`src/rtl/srx_pkg.sv`:
```
// Shared types and helpers for the serial PCM receiver.
package srx_pkg;

    // Framing formats selected by the control block.
    typedef enum logic [1:0] {
        FMT_RJ  = 2'b00,
        FMT_I2S = 2'b01,
        FMT_LJ  = 2'b10,
        FMT_DSP = 2'b11
    } fmt_e;

    // Word length used by the right-justified format.
    function automatic int rj_word_len(input logic [1:0] sel);
        case (sel)
            2'b01:   return 20;
            2'b10:   return 16;
            default: return 24;
        endcase
    endfunction

endpackage

```
`src/rtl/srx_edge_sync.sv`:
```
// Finds the capture edge of the bit clock from system-clock samples.
// Assumes the serial lines are already synchronous to clk and that each
// bit-clock phase lasts at least one clk period. DSP format captures on
// the falling edge; all others capture on the rising edge.
module srx_edge_sync
    import srx_pkg::*;
(
    input  logic       clk,
    input  logic       rst_n,
    input  logic       bck,
    input  logic       lrc,
    input  logic       dat,
    input  logic [1:0] fmt,
    output logic       cap,
    output logic       lr_bit,
    output logic       d_bit
);

    logic [2:0] smp;
    logic       bck_d;
    logic       rise;
    logic       fall;

    // Register the three serial lines and the previous bit-clock level.
    always_ff @(posedge clk) begin
        if (!rst_n) begin
            smp   <= '0;
            bck_d <= 1'b0;
        end else begin
            smp   <= {bck, lrc, dat};
            bck_d <= smp[2];
        end
    end

    // Pick the active edge for the current format.
    always_comb begin
        rise   = smp[2] & ~bck_d;
        fall   = ~smp[2] & bck_d;
        cap    = (fmt == FMT_DSP) ? fall : rise;
        lr_bit = smp[1];
        d_bit  = smp[0];
    end

endmodule

```
`src/rtl/srx_frame_track.sv`:
```
// Tracks channel boundaries and the bit position inside each half frame.
// On every capture edge it reports whether the edge opens a new half,
// whether a finished half exists and its channel, and whether the bit
// sampled on this edge belongs to the word.
module srx_frame_track
    import srx_pkg::*;
#(
    parameter int POS_W     = 6,
    parameter int SLOT_BITS = 32
) (
    input  logic       clk,
    input  logic       rst_n,
    input  logic       cap,
    input  logic       lr_bit,
    input  logic [1:0] fmt,
    input  logic [1:0] rj_len,
    output logic       bnd,
    output logic       fin_valid,
    output logic       fin_right,
    output logic       accept
);

    localparam logic [POS_W-1:0] POS_MAX = '1;

    logic             lr_prev;
    logic             primed;
    logic             ch_right;
    logic             active;
    logic [POS_W-1:0] pos;
    logic [POS_W-1:0] pos_now;
    logic [POS_W-1:0] start;
    logic             dsp;
    logic             new_right;

    // Boundary detection, bit position and word-membership decision.
    always_comb begin
        dsp       = (fmt == FMT_DSP);
        bnd       = dsp ? (lr_bit & ~lr_prev) : (~primed | (lr_bit ^ lr_prev));
        pos_now   = bnd ? '0 : pos;
        new_right = dsp ? (active & ~ch_right)
                        : ((fmt == FMT_I2S) ? lr_bit : ~lr_bit);
        case (fmt)
            FMT_RJ:  start = POS_W'(SLOT_BITS - rj_word_len(rj_len));
            FMT_I2S: start = POS_W'(1);
            default: start = '0;
        endcase
        accept    = dsp ? (~lr_bit & active) : (pos_now >= start);
        fin_valid = bnd & active;
        fin_right = ch_right;
    end

    // Advance position and channel state on each capture edge.
    always_ff @(posedge clk) begin
        if (!rst_n) begin
            lr_prev  <= 1'b0;
            primed   <= 1'b0;
            ch_right <= 1'b0;
            active   <= 1'b0;
            pos      <= '0;
        end else if (cap) begin
            lr_prev <= lr_bit;
            primed  <= 1'b1;
            pos     <= (pos_now == POS_MAX) ? pos_now : pos_now + POS_W'(1);
            if (bnd) begin
                ch_right <= new_right;
                active   <= 1'b1;
            end
        end
    end

endmodule

```
`src/rtl/srx_word_asm.sv`:
```
// Shifts accepted bits into a word, stops after W bits, and presents the
// finished word left-aligned with zero fill. A boundary restarts the word;
// the bit on the boundary edge may itself be the first bit of the word.
module srx_word_asm #(
    parameter int W = 24
) (
    input  logic         clk,
    input  logic         rst_n,
    input  logic         cap,
    input  logic         bnd,
    input  logic         accept,
    input  logic         d_bit,
    output logic [W-1:0] word_out
);

    localparam int CNT_W = $clog2(W + 1);

    logic [W-1:0]     sr;
    logic [CNT_W-1:0] cnt;

    // Left-align the collected bits.
    always_comb begin
        word_out = sr << (CNT_W'(W) - cnt);
    end

    // Collect bits, restarting at each boundary and saturating at W.
    always_ff @(posedge clk) begin
        if (!rst_n) begin
            sr  <= '0;
            cnt <= '0;
        end else if (cap) begin
            if (bnd) begin
                sr  <= accept ? {{(W-1){1'b0}}, d_bit} : '0;
                cnt <= accept ? CNT_W'(1) : '0;
            end else if (accept && (cnt < CNT_W'(W))) begin
                sr  <= {sr[W-2:0], d_bit};
                cnt <= cnt + CNT_W'(1);
            end
        end
    end

endmodule

```
`src/rtl/serial_pcm_rx.sv`:
```
// Multi-format serial PCM receiver top. Holds the finished left word until
// the right half closes, then presents both with a one-cycle strobe.
// Assumes fmt_sel and rj_len_sel stay static while frames arrive.
module serial_pcm_rx
    import srx_pkg::*;
#(
    parameter int SAMPLE_W  = 24,
    parameter int SLOT_BITS = 32,
    parameter int POS_W     = 6
) (
    input  logic                clk,
    input  logic                rst_n,
    input  logic                bck_in,
    input  logic                lrc_in,
    input  logic                sd_in,
    input  logic [1:0]          fmt_sel,
    input  logic [1:0]          rj_len_sel,
    output logic [SAMPLE_W-1:0] left_pcm,
    output logic [SAMPLE_W-1:0] right_pcm,
    output logic                pcm_valid
);

    logic                cap_edge;
    logic                lr_bit;
    logic                d_bit;
    logic                bnd;
    logic                fin_valid;
    logic                fin_right;
    logic                accept;
    logic [SAMPLE_W-1:0] word;
    logic [SAMPLE_W-1:0] left_hold;
    logic                left_rdy;

    srx_edge_sync u_edge (
        .clk    (clk),
        .rst_n  (rst_n),
        .bck    (bck_in),
        .lrc    (lrc_in),
        .dat    (sd_in),
        .fmt    (fmt_sel),
        .cap    (cap_edge),
        .lr_bit (lr_bit),
        .d_bit  (d_bit)
    );

    srx_frame_track #(
        .POS_W     (POS_W),
        .SLOT_BITS (SLOT_BITS)
    ) u_track (
        .clk       (clk),
        .rst_n     (rst_n),
        .cap       (cap_edge),
        .lr_bit    (lr_bit),
        .fmt       (fmt_sel),
        .rj_len    (rj_len_sel),
        .bnd       (bnd),
        .fin_valid (fin_valid),
        .fin_right (fin_right),
        .accept    (accept)
    );

    srx_word_asm #(
        .W (SAMPLE_W)
    ) u_word (
        .clk      (clk),
        .rst_n    (rst_n),
        .cap      (cap_edge),
        .bnd      (bnd),
        .accept   (accept),
        .d_bit    (d_bit),
        .word_out (word)
    );

    // Pair finished halves and publish them when the right half closes.
    always_ff @(posedge clk) begin
        if (!rst_n) begin
            left_hold <= '0;
            left_rdy  <= 1'b0;
            left_pcm  <= '0;
            right_pcm <= '0;
            pcm_valid <= 1'b0;
        end else begin
            pcm_valid <= 1'b0;
            if (cap_edge && fin_valid) begin
                if (fin_right) begin
                    if (left_rdy) begin
                        left_pcm  <= left_hold;
                        right_pcm <= word;
                        pcm_valid <= 1'b1;
                        left_rdy  <= 1'b0;
                    end
                end else begin
                    left_hold <= word;
                    left_rdy  <= 1'b1;
                end
            end
        end
    end

endmodule

```
`config.mk`:
```
export PLATFORM = sky130hd
export DESIGN_NAME = serial_pcm_rx
export DESIGN_NICKNAME = d
export VERILOG_FILES = /design/src/rtl/srx_pkg.sv /design/src/rtl/srx_edge_sync.sv /design/src/rtl/srx_frame_track.sv /design/src/rtl/srx_word_asm.sv /design/src/rtl/serial_pcm_rx.sv
export SDC_FILE = /design/constraint.sdc
export NUM_CORES = 1
export LEC_CHECK = 0
export BUFFER_PORTS_ARGS = -buffer_cell sky130_fd_sc_hd__buf_4
export CAP_MARGIN = 0
export CORE_ASPECT_RATIO = 1.4
export CORE_MARGIN = 10
export CORE_UTILIZATION = 40
export CTS_CLUSTER_SIZE = 10
export DETAILED_ROUTE_END_ITERATION = 8
export GPL_TIMING_DRIVEN = 0
export SLEW_MARGIN = 25
export SYNTH_ARGS = -nofsm -noshare
export SYNTH_HDL_FRONTEND = slang
export SYNTH_HIERARCHICAL = 1
export SYNTH_SLANG_ARGS = --single-unit
```
`constraint.sdc`:
```
create_clock -name clk -period 2.66 [get_ports clk]
set_input_delay 0.532 -clock clk [delete_from_list [all_inputs] [get_ports clk]]
set_output_delay 0.532 -clock clk [all_outputs]
set_load 0.03 [all_outputs]
```
==> results of run 1 <==
==> registers in the layout, summed over array words and instances, names as in the netlist <==
signal	flops
u_track/active	1
u_word/cnt	5
u_track/pos	6
left_rdy	1
u_track/primed	1
u_edge/smp	3
u_track/lr_prev	1
left_pcm	24
u_edge/bck_d	1
u_word/sr	24
left_hold	24
pcm_valid	1
right_pcm	24
u_track/fin_right	1
==> synthesized netlist by cell type (2+ instances only) <==
library cell  count  area share, %
o21a_1            2           0.25
mux4_1            2           0.88
nand3_2           2           0.34
buf_6             6            1.1
dfxtp_1         117             39
o211a_1           2           0.34
nand2_1         109            6.9
mux2_2           11            2.1
buf_8             2           0.50
mux4_2           14            5.3
inv_1            14           0.88
nand4_1           8           0.84
clkbuf_1         12           0.76
nor2b_1           8           0.84
and3_1            2           0.21
mux2_1            3           0.57
buf_4             5           0.63
or3_1             4           0.42
buf_2            16            1.3
nand3b_1          3           0.38
a211oi_1          7           0.88
o221ai_1          4           0.59
o211ai_1          2           0.25
a21oi_1          13            1.1
nand3_1           9           0.76
a22o_1           24            3.5
and2_1           11            1.2
mux2i_1          93             16
o2bb2ai_1         2           0.29
nand2b_1          3           0.32
a21o_1            3           0.38
a221o_1           4           0.67
ha_1              8            1.7
a31oi_1           2           0.21
xnor2_1           4           0.59
o22ai_1           2           0.21
o21ai_0          13            1.1
nor2_1           22            1.4
nor3_1            4           0.34
==> stage by stage <==
step                      power [mW]  TNS, ps  cell area [sq um]
after detailed placement        2.08   -24150               6650
after floorplan                 2.01        0               5990
after global placement          2.07   -21730               6650
after CTS                       4.55    -3240               7520
after global routing            4.68    -5550               7710
final                           4.55    -2500               7710
==> per-layer routing <==
metal  vias up  share of wire [%]
li1       2370                  -
met5         -                  0
met4         0                2.2
met3        26                4.7
met2       111                 54
met1      2346                 39
==> timing repair <==
item | in CTS | in global routing
hold endpoints to repair | 0 | 0
pin swaps | 17 | 9
gates cloned | 1 | 1
setup endpoints to repair | 69 | 52
resized for setup | 35 | 24
setup buffers | 15 | 10
==> kinds of logic (layout without fill, tap and decap cells) <==
logic type / Yosys count / after routing
AO/OA/AOI/OAI: 95 / 95
adder cells (fa/ha/maj): 8 / 8
buffers and inverters: 56 / 169
XOR/XNOR: 5 / 5
multiplexers: 124 / 124
AND/OR/NAND/NOR: 195 / 195
flip-flops: 117 / 117
==> worst reg2reg max path, delay by kind of cell (launching register included) <==
| kind | cells | cell delay, ps |
|---|---|---|
| compound gates | 5 | 760 |
| fa+ha+maj | 2 | 500 |
| buf+inv | 1 | 50 |
| flops | 1 | 340 |
| mux | 1 | 250 |
| simple gates | 5 | 810 |
==> area by class of cell <==
class                           count  area [sq um]
Timing Repair Buffer               83           661
Multi-Input combinational cell    427          3490
Inverter                           15          63.8
Clock inverter                     14           198
Buffer                             39           283
Sequential cell                   117          2350
Tap cell                          189           236
Fill cell                        1285          6800
Clock buffer                       18           429
==> where the power goes <==
part / leakage [nW] / internal (mW) / switching (mW)
combinational: 2.10 / 0.155 / 0.191
sequential: 0.945 / 1.76 / 0.00972
clock: 0.302 / 1.58 / 0.858
==> final timing paths <==
path | startpoint | to
max | u_track/lr_prev | u_word/cnt[2]
min | bck_in | u_edge/smp[2]
max reg2reg | u_track/lr_prev | u_word/cnt[2]
min reg2reg | left_pcm[12] | left_pcm[12]
==> metrics, run 1 <==
flip-flop and latch count after synthesis around 120; GRT busiest layer met2; 1st-pass router iterations 5; Initial Util between 40 and 50%; outcome finished with violations; DR vias/cell 5.38; r2r setup slk -120 ps; Avg Cell Area, Syn 9.92 sq um; Seq/Total Area, Yosys 39.3%; Synth Area in XOR/XNOR 1.05%; Worst path depth 14; total congestion overflow 0; most frequent cells in the layout dfxtp_1 (114), nand2_1 (104), mux2i_1 (88); H-tree depth 4; Async S/R FF share, synth 0%; Post-Synth Simple-Gate Area around 15%; Max Fclk around 360 MHz; met1 Use GR between 15 and 20%; FF-to-FF path depth 14; Adder-Cell Fraction of Synth Area roughly 1.7%; final HPWL from detailed placement around 11000 um; commonest register cell after synthesis dfxtp_1; TritonCTS Buffers 17; largest net degree at the start of global routing 17; final hold viol count 0; CP Capture Type flip-flop; CP top delay family simple AND/OR/NAND/NOR gates; largest family of logic cells by synthesized area multiplexers; vias in the first global route between 4000 and 5000; WP data arrival a little over 3000 ps; vias about 4900; EDFF count, synth 0; Synthesis Warnings 6; port bufs 57; final worst path period need around 2800 ps; WP buf/inv 1; Tcrit/Tclk final 104%; Mapped Nets 617; Tot GR Track Use 15.4%; most used cell, CP ha_4; worst skew pair latency around 420 ps; Cell variety after synth 67; failing checks setup timing; Root Buffer clkbuf_16; Final WS setup -116 ps; fin util a little over half; nets roughly 720; met2 Usage GRT between 20 and 30%; Longest Clk Path Bufs 2; CP max stage delay roughly 390 ps; Num Clock Sinks between 100 and 150; Inserted Diodes 0; clock-pin slew on the worst setup and hold paths ~60 ps; Leakage 3.35 nW; layout cells sized above 1 30.7%; worst min-delay path class primary input to flip-flop; slew margin rel. 48.3%; met3 GRT Util under 10%; worst hold slack 327 ps; measured slew at the worst slew-check pin roughly 770 ps; antenna viol nets, final 0; Synth Area in Compound Gates between 10% and 20%; Worst Hold Path Cells 2; Setup-failing EPs final 28; residual DRC count 0; CP Launch Type flip-flop; Cell Pwr Density approximately 590 mW/mm^2; Top-Level Pins 58; RSZ-0062 raised after global routing true; Slew Viols, Final 0; iteration-0 DRC count of the detailed router 327; Crit-path slowest cell or3b_4; Core ar. approximately 0.015 sq mm; first-pass GRT wire length about 25000 um; critical-path cell list inv_2, ha_4, nand2_4, mux2i_4, nand2_2, ha_4, nand2b_4, a21o_1, a211oi_2, a21oi_4, nand2_1, a31oi_2, or3b_4, a31oi_1; commonest non-fill, non-tap cell in the layout dfxtp_1; Max-cap violations 0; Worst EP required roughly 3000 ps; dpl ws -514 ps; Core Rows 52; hold_buf cts 0; die width 123 um; Die H approximately 160 um; Crit Path Max Fanout 6; CTS tree built; multiplexer area fraction after synthesis 24.8%; area grow syn2layout 29.5%; Wirelength per Cell between 15 and 20 um; Max VDD drop approximately 0.34 mV; skew final around 9 ps; final WL 15900 um; Cells after DPL about 850; gpl congestion roughly 0.87; Synth Instances 600; post-synthesis instance area around 0.0060 sq mm; critical setup path kind flip-flop to flip-flop; final non-filler cell total 902; die area ~0.02 sq mm; antenna violations before repair 0
Note: power is estimated with default switching activity, not from simulation.
==> inputs of run 2 (changes only) <==
--- a/config.mk
+++ b/config.mk
@@ -5,14 +5,17 @@
 export SDC_FILE = /design/constraint.sdc
 export NUM_CORES = 1
 export LEC_CHECK = 0
+export ABC_AREA = 1
 export BUFFER_PORTS_ARGS = -buffer_cell sky130_fd_sc_hd__buf_4
 export CAP_MARGIN = 0
 export CORE_ASPECT_RATIO = 1.4
 export CORE_MARGIN = 10
 export CORE_UTILIZATION = 40
+export CTS_CLUSTER_DIAMETER = 200
 export CTS_CLUSTER_SIZE = 10
 export DETAILED_ROUTE_END_ITERATION = 8
 export GPL_TIMING_DRIVEN = 0
+export PLACE_DENSITY = 0.64
 export SLEW_MARGIN = 25
 export SYNTH_ARGS = -nofsm -noshare
 export SYNTH_HDL_FRONTEND = slang
==> run 2 against run 1 <==
Net effect: the flow now finishes without violations; critical path depth unchanged; die area up 9.2%; sequential cell count unchanged; critical path type unchanged; largest power group unchanged.
==> metrics, run 2 <==
outcome complete, no violations; GRT busiest layer met2; final WL 18400 um (+16%); dpl ws -43.3 ps (+471 ps); Pwr Total 5.19 mW (+14%); reg-to-reg startpoint u_word/cnt[0]; Core ar. 0.0162 sq mm (+11%); Switching Fraction 29.0% (+5.8 points); r2r setup slk 160 ps (+280 ps); commonest non-fill, non-tap cell in the layout nand2_1; top-count cell post-synth nand2_1; EDFF count, synth 0 (unchanged); worst hold slack 294 ps (-33.3 ps); CP Launch Type flip-flop; hold_buf cts 0 (unchanged); Cell Pwr Density 641 mW/mm^2 (+8.5%); area grow syn2layout 22.9%; Cells after DPL 1305 (+54%); vias in the first global route 6138 (+24%); Async S/R FF share, synth 0% (unchanged); die area 0.0221 sq mm (+9.2%); Synth area leader dfxtp_1; Top-Level Pins 58 (unchanged); Die H 172 um (+4.6%); largest cells by area after synthesis dfxtp_1 (36%), nand2_1 (18%), nor2_1 (12%); placed inst area 0.00727 sq mm (+9.4%); fin util 50.1% (-3.0 points); Worst EP required 3010 ps (about the same); worst min-delay path class primary input to flip-flop; Max-cap violations 0 (unchanged); flip-flop and latch count after synthesis 117 (unchanged); Synthesis Warnings 6 (unchanged); final worst path period need 2500 ps (-280 ps); layout cells sized above 1 16.0% (-15 points); Synth Instances 1049 (+75%); H-tree depth 4 (unchanged); port bufs 57 (unchanged); met3 GRT Util 3.03% (-0.30 points); TritonCTS Buffers 17 (unchanged); Seq/Total Area, Yosys 35.5% (-3.8 points); Max Fclk 401 MHz (+11%); CTS tree built; first-pass GRT wire length 29600 um (+18%); Leakage 3.75 nW (+12%); Mapped Nets 1066 (+73%); met1 Use GR 16.9% (+0.68 points); final HPWL from detailed placement 13700 um (+21%); Tcrit/Tclk final 93.8% (-11 points); CP Capture Type flip-flop; residual DRC count 0 (unchanged); Num Clock Sinks 117 (unchanged); measured slew at the worst slew-check pin 514 ps (-256 ps); post-synthesis instance area 0.00660 sq mm (+11%); Max VDD drop 0.434 mV (+29%); CP endpoint right_pcm[3]; setup_tns 0 ps (+2500 ps); skew final 8.96 ps (+0.175 ps); fin area 0.00811 sq mm (+5.1%); Cell variety after synth 35 (-48%); slew margin rel. 65.7% (+17 points); WP data arrival 2840 ps (-270 ps); Flop pwr share 35.6% (-3.3 points); antenna violations before repair 0 (unchanged); final non-filler cell total 1344 (+49%); Post-synth top cells nand2_1 (316), nor2_1 (205), nand3_1 (144), dfxtp_1 (117), inv_1 (90); nets 1149 (+60%); 1st-pass router iterations 5 (unchanged); Synth top area share 35.5% (-3.8 points); FF-to-FF path depth 14 (unchanged); largest net degree at the start of global routing 17 (unchanged); Slew Viols, Final 0 (unchanged); Setup-failing EPs final 0 (-100%); Tot GR Track Use 16.3% (+0.81 points); antenna viol nets, final 0 (unchanged); clock-pin slew on the worst setup and hold paths 60 ps (about the same); Root Buffer clkbuf_16; Core Rows 55 (+5.8%); critical setup path kind flip-flop to flip-flop; die width 129 um (+4.4%); gpl congestion 0.943 (+8.7%); total congestion overflow 0 (unchanged); Pint 3.69 mW (+5.5%); worst skew pair latency 420 ps (about the same); clock power share 48.4% (-5.1 points); vias 6617 (+36%); commonest register cell after synthesis dfxtp_1; Reg-to-Reg End right_pcm[3]; Worst Hold Path Cells 3 (+1); Initial Util 40.8% (-0.25 points); switching pwr 1.51 mW (+42%); combinational power share 16.0% (+8.4 points); Inserted Diodes 0 (unchanged); most frequent cells in the layout nand2_1 (313), nor2_1 (204), nand3_1 (144); Crit Path Max Fanout 10 (+4); Wirelength per Cell 13.7 um (-22%); final hold viol count 0 (unchanged); met2 Usage GRT 30.5% (+1.9 points); Final WS setup 165 ps (+280 ps); Avg Cell Area, Syn 6.29 sq um (-37%); DR vias/cell 4.92 (-8.5%); number of fillers in the final layout 1679 (+31%); iteration-0 DRC count of the detailed router 425 (+30%); Longest Clk Path Bufs 2 (unchanged); Critical Path Start u_word/cnt[0]
[run 2: changes by cell type in the layout (fill, tap and decap cells not counted), sizes merged, moves of 31 or more]
cell   delta
mux2i    -94
nand3   +137
nor2    +190
nand2   +216
a21oi    +31
inv      +80
[run 2: cells by family after synthesis]
kind of cell / synth area share (%)
AND/OR/NAND/NOR: 45.1
buffers and inverters: 11.3
flip-flops: 35.5
AO/OA/AOI/OAI: 5.48
adder cells (fa/ha/maj): 1.52
XOR/XNOR: 1.06
[run 2: layout make-up]
cell class,count,area (sq um),share of cell area [%]
Timing Repair Buffer,63,494,6.10
Tap cell,199,249,3.07
Inverter,94,355,4.38
Multi-Input combinational cell,778,3610,44.5
Clock inverter,15,219,2.70
Sequential cell,117,2340,28.9
Clock buffer,17,425,5.25
Buffer,61,410,5.06
[run 2: worst min path at each step]
stage | from | slack, ps | end
2_1_floorplan | u_edge/smp[2] | 420 | u_edge/bck_d
3_3_place_gp | u_edge/smp[2] | 430 | u_edge/bck_d
3_5_place_dp | u_edge/smp[2] | 440 | u_edge/bck_d
4_1_cts | lrc_in | 290 | u_edge/smp[1]
5_1_grt | lrc_in | 300 | u_edge/smp[1]
6_report | lrc_in | 290 | u_edge/smp[1]
[run 2: repair_timing]
item / CTS / global route
gates cloned: 0 / 4
endpoints found under the setup margin: 1 / 68
resized for setup: 1 / 37
pin swaps: 0 / 5
setup buffers: 0 / 3
endpoints found under the hold margin: 0 / 0
[run 2: power groups by stage]
stage               registers (mW)  logic [mW]  clock network, mW
global placement              1.88       0.760                  0
CTS                           1.84       0.768               2.55
detailed placement            1.88       0.762                  0
floorplan                     1.87       0.582                  0
finish                        1.85       0.830               2.52
global route                  1.85       0.923               2.63
[run 2: metal layers]
layer,vias to the layer above,wire (um)
li1,3452,-
met1,2992,7260
met2,138,9870
met3,35,708
met4,0,538
met5,-,0
[run 2: worst max-delay path: stages (launching register included)]
cell,delay (ps)
dfxtp_1,350
buf_6,140
inv_4,70
buf_6,150
ha_1,270
buf_2,180
inv_2,100
buf_4,190
nand3_1,120
nand3_1,160
nor3_1,410
inv_1,80
nand2_1,70
nand2_1,50
nor2_1,90
